File: src/rtl/evt_flag_pkg.sv
package evt_flag_pkg;
    localparam int FLAG_W   = 5;                 // number of event flags
    localparam int CTRL_W   = 3;                 // number of plain control bits
    localparam int REG_W    = FLAG_W + CTRL_W;   // register width
    localparam int WDOG_IDX = 3;                 // flag index of the read-only watchdog flag

    typedef struct packed {
        logic [FLAG_W-1:0] flags;
        logic [CTRL_W-1:0] ctrl;
    } stat_reg_t;
endpackage

File: src/rtl/evt_flag_next.sv
// Next-value logic for one sticky flag: a set strobe wins over a clearing write.
module evt_flag_next #(
    parameter bit READ_ONLY = 1'b0
) (
    input  logic cur,
    input  logic set,
    input  logic wr_en,
    input  logic wr_bit,
    output logic nxt
);
    logic wr_clr;
    logic clr;

    always_comb begin
        wr_clr = wr_en & ~wr_bit;
        clr    = READ_ONLY ? 1'b0 : wr_clr;
        nxt    = set | (cur & ~clr);
    end
endmodule

File: src/rtl/evt_ctrl_next.sv
// Next-value logic for the plain control bits: direct load on write.
module evt_ctrl_next #(
    parameter int W = 3
) (
    input  logic [W-1:0] cur,
    input  logic         wr_en,
    input  logic [W-1:0] wr_val,
    output logic [W-1:0] nxt
);
    always_comb begin
        nxt = wr_en ? wr_val : cur;
    end
endmodule

File: src/rtl/evt_flag_reg.sv
module evt_flag_reg
    import evt_flag_pkg::*;
(
    input  logic             clk,
    input  logic             rst_n,
    input  logic             wr_en,
    input  logic [REG_W-1:0] wr_data,
    input  logic [FLAG_W-1:0] evt_set,
    output logic [REG_W-1:0] rd_data,
    output logic             irq
);
    stat_reg_t         state_d, state_q;
    logic [FLAG_W-1:0] flag_nxt;
    logic [CTRL_W-1:0] ctrl_nxt;

    for (genvar i = 0; i < FLAG_W; i++) begin : g_flag
        evt_flag_next #(
            .READ_ONLY(i == WDOG_IDX)
        ) u_flag (
            .cur    (state_q.flags[i]),
            .set    (evt_set[i]),
            .wr_en  (wr_en),
            .wr_bit (wr_data[CTRL_W+i]),
            .nxt    (flag_nxt[i])
        );
    end

    evt_ctrl_next #(
        .W(CTRL_W)
    ) u_ctrl (
        .cur    (state_q.ctrl),
        .wr_en  (wr_en),
        .wr_val (wr_data[CTRL_W-1:0]),
        .nxt    (ctrl_nxt)
    );

    always_comb begin
        state_d       = state_q;
        state_d.flags = flag_nxt;
        state_d.ctrl  = ctrl_nxt;
    end

    always_ff @(posedge clk or negedge rst_n) begin
        if (!rst_n) state_q <= '0;
        else        state_q <= state_d;
    end

    assign rd_data = state_q;
    assign irq     = |state_q.flags;
endmodule

File: config.mk
export PLATFORM = sky130hd
export DESIGN_NAME = evt_flag_reg
export DESIGN_NICKNAME = d
export VERILOG_FILES = /design/src/rtl/evt_flag_pkg.sv /design/src/rtl/evt_flag_next.sv /design/src/rtl/evt_ctrl_next.sv /design/src/rtl/evt_flag_reg.sv
export SDC_FILE = /design/constraint.sdc
export NUM_CORES = 1
export LEC_CHECK = 0
export ABC_AREA = 1
export BUFFER_PORTS_ARGS = -buffer_cell sky130_fd_sc_hd__buf_4
export CORE_AREA = 2 2 39 41
export CTS_BUF_LIST = sky130_fd_sc_hd__clkbuf_16
export CTS_CLUSTER_DIAMETER = 50
export DETAILED_ROUTE_END_ITERATION = 16
export DIE_AREA = 0 0 41 43
export GPL_TIMING_DRIVEN = 0
export PLACE_DENSITY = 0.63
export REMOVE_ABC_BUFFERS = 1
export SLEW_MARGIN = 0
export SYNTH_ARGS = -nofsm -noshare
export SYNTH_HDL_FRONTEND = slang
export SYNTH_SLANG_ARGS = --single-unit
File: constraint.sdc
create_clock -name clk -period 1 [get_ports clk]
set_clock_uncertainty 0.05 [all_clocks]
set_input_delay 0.1 -clock clk [delete_from_list [all_inputs] [get_ports clk]]
set_output_delay 0.1 -clock clk [all_outputs]
set_load 0.02 [all_outputs]
After elaboration in Yosys (flattened, before gate mapping)

Cells that the tools add are included.

Flip-flop bits (word level): 8
Input bits: 16
Output and inout bits: 9
Word-level logic and storage cells: 24

Bitwise gates (word level): 21
Reduce and logical (&&, ||, !) cells: 1

Operators with widths:

| kind               | number |
|---|---|
| AND 1 bit          | 8 |
| inverter 1 bit     | 8 |
| bitwise OR 1 bit   | 5 |
| OR reduction 5 bit | 1 |

Depth between registers and ports, before layout

Word-level depth: 5
Mapped depth: 4
Mapped depth without buffers: 4

Modules after synthesis

A second synthesis with hierarchy kept.

Cells, all modules: 45
Area total of the unflattened synthesis: 340.3 µm²

Modules (own cells, without submodules):

| module                                | times used | cells each | area an instance (µm²) | seq. area each (µm²) |
|---|---|---|---|---|
| evt_flag_reg                          | 1          | 12         | 216.5                  | 200.2 |
| evt_flag_next at g_flag[0].u_flag ... | 4          | 5          | 18.8                   | 0.0 |
| evt_ctrl_next                         | 1          | 10         | 37.5                   | 0.0 |
| evt_flag_next at g_flag[3].u_flag     | 1          | 3          | 11.3                   | 0.0 |

Worst setup path before layout

No wires, ideal clock.

Path kind: register -> output
Start: register state_q, in the netlist rd_data[4]
End: output irq
Arrival time: 0.651 ns
Required time: 0.850 ns
Setup slack: 0.199 ns
Stages on the path, launching flop included: 3
Path buffers: 0
Cell sequence: dfrtp_1 -> nor2_1 -> nand3b_1

Longest elaborated chain between the ends: 1

RTL lines:

| what                   | line               | RTL |
|---|---|---|
| from (decl)            | evt_flag_reg.sv:12 | `stat_reg_t state_d, state_q;` |
| from (signal assigned) | evt_flag_reg.sv:45 | `else state_q <= state_d;` |
| OR reduction 5 bit     | evt_flag_reg.sv:49 | `assign irq = \|state_q.flags;` |
| to (decl)              | evt_flag_reg.sv:10 | `output logic irq` |

No other way between the ends.

Final worst setup path

Start: register state_q, in the netlist rd_data[4]
End: output rd_data[4]

RTL lines:

| what      | line              | RTL |
|---|---|---|
| to (decl) | evt_flag_reg.sv:9 | `output logic [REG_W-1:0] rd_data,` |

No word-level cell between the ends.

==> metrics.txt <==
reg2reg start rd_data[6]; cell area power density between 1500 and 2000 nW/um2; Layout area overhead 76.5%; filler instances 136; main combinational cell family by area after synthesis buffers and inverters; Synth Area in Simple Gates 20.3%; WHS Path Cells 3; htree depth 1; max reg flops 8; final WL 789 um; R2R Setup Slk 50 ps; final hold slack 1.76 ps; initial antenna violation count 0; critical path type reg -> out; Yosys warnings 0; crit path DAT 950 ps; TritonCTS Buffers 3; global-route wire length before repair 1290 um; largest vdd supply drop 0.864 mV; Final nets 91; # DRC 0; Final Max Tran Viols 0; Port Buffer Count 23; crit-path max FO 2; Post-Syn Area per Cell 8.15 um2; Synth cell types 9; Die Y ~43 um; core area 1380 um2; share of layout cells above drive strength 1 ~44%; Hold Crit Class in -> reg; die area 1760 um2; pin count of the biggest net entering global routing 11; Site Rows 14; max_slew headroom 92.3%; Fin. Hold Viols 0; failing checks negative setup slack; Period Utilization, post-route 110%; clk buf depth 2; Worst Setup Start Kind register; Synth Area in XOR/XNOR 0%; crit path time final 1100 ps; initial core utilization about 28%; total gr overflow 0; Mapped Cells 47; hold endpoint rd_data[3]; Detail Route Antenna Nets 0; Die W about 41 um; Reg clk slew, reported paths 40 ps; routed vias 350; setup TNS -232 ps; R2R depth 2; vias in the first global route ~330; worst path required time 850 ps; Hold Crit Start evt_set[0]; Clk Latency, worst-skew pair 220 ps; pin slew with the least headroom to its limit around 110 ps; GR Util All Layers 10.9%; CTS tree done; Compound-Gate Fraction of Synth Area 3.92%; num ports 25; Crit. End Element primary output; Post-Synth Adder-Cell Area 0%; Clock Tree Root clkbuf_16; Fmax achieved just over 900 MHz; Initial DRC Count 5; via/cell ratio 3.93; total iterations of the first detailed-routing run 3; sequential fraction of the synthesis area 52.3%; status complete, but fails checks; Mapped Area 383 um2; final worst slack -104 ps; final setup violation count 5; Sink Count 8; fin util between 40% and 50%; routability cong. 0.642; Max-Cap Viols 0; post-synthesis mux area share 0%; Final HPWL DP 532 um; Yosys reg bits 8; RR Endpoint rd_data[6]; RSZ-0062 raised after global routing true; WL per Instance just under 9 um; Inserted Diodes 0; leakage power total around 0.37 nW
-- cell usage in the layout, fill, tap and decap left out --
cell type	netlist	layout
clkbuf_16	0	3
buf_6	1	7
nand3b_1	1	1
nor2_1	2	2
dfrtp_1	8	8
inv_1	11	11
buf_4	5	21
o21ai_1	3	3
or2_2	1	1
nand2_1	15	15
dlygate4sd3_1	0	1
-- worst max-delay path, cell delays in order (launching register included) --
cell	delay [ps]
dfrtp_1	370
buf_4	140
buf_6	110
buf_6	120
-- synthesized netlist by cell type (all sizes together) --
master | number | area share [%]
buf | 6 | 13
dfrtp | 8 | 52
inv | 11 | 11
nand2 | 15 | 15
nand3b | 1 | 2.0
nor2 | 2 | 2.0
o21ai | 3 | 3.9
or2 | 1 | 1.6
-- through the flow --
| step | worst slack, ps | instances | cell area (um2) | power (mW) |
|---|---|---|---|---|
| 4_1_cts | -99.6 | 88 | 661 | 1.19 |
| 3_5_place_dp | 117 | 80 | 527 | 0.513 |
| 5_1_grt | -149 | 89 | 676 | 1.25 |
| 6_report | -104 | 89 | 676 | 1.19 |
| 2_1_floorplan | 95.0 | 41 | 334 | 0.421 |
| 3_3_place_gp | 110 | 80 | 527 | 0.511 |
-- metal layers --
| layer | up-vias | share of wire (%) | GRT usage [%] |
|---|---|---|---|
| met3 | 0 | 7.2 | 1.57 |
| met5 | - | 0 | 0 |
| met4 | 0 | 0 | 8.00 |
| met2 | 12 | 56 | 16.6 |
| met1 | 158 | 37 | 13.2 |
| li1 | 180 | - | - |
-- cell type report --
cell class                      count  area (um2)  share of cell area [%]
Multi-Input combinational cell     22        92.6                    13.7
Sequential cell                     8         200                    29.6
Inverter                           11        41.3                    6.11
Clock buffer                        3        75.1                    11.1
Timing Repair Buffer               29         246                    36.5
Tap cell                           16        20.0                    2.96
-- power by group --
part	internal (mW)	total, mW	leakage, nW	switching, mW
Combinational	0.0998	0.178	0.251	0.0786
Sequential	0.347	0.359	0.0852	0.0119
Clock	0.514	0.651	0.0370	0.138
-- cell families after synthesis --
| logic type | after synthesis |
|---|---|
| DFF | 8 |
| buffers and inverters | 17 |
| AOI/OAI and AO/OA | 3 |
| and+or+nand+nor | 19 |
-- what timing repair did --
action,in CTS,in global routing
hold endpoints to repair,8,0
buffers inserted,4,1
setup endpoints to repair,1,5
hold buffers,1,0
gates resized for setup,5,2
pin swaps,1,1
gates cloned,0,0
-- how the worst max path moves through the flow --
stage                           from          to  slack (ps)  cells past startpoint
after global placement    rd_data[4]         irq         110                      3
after global routing      rd_data[6]         irq        -150                      3
after floorplan           rd_data[4]         irq         100                      2
final                     rd_data[4]  rd_data[4]        -100                      3
after detailed placement  rd_data[4]         irq         120                      3
after CTS                 rd_data[5]         irq        -100                      3
No activity file was read; power rests on OpenSTA's default activity.
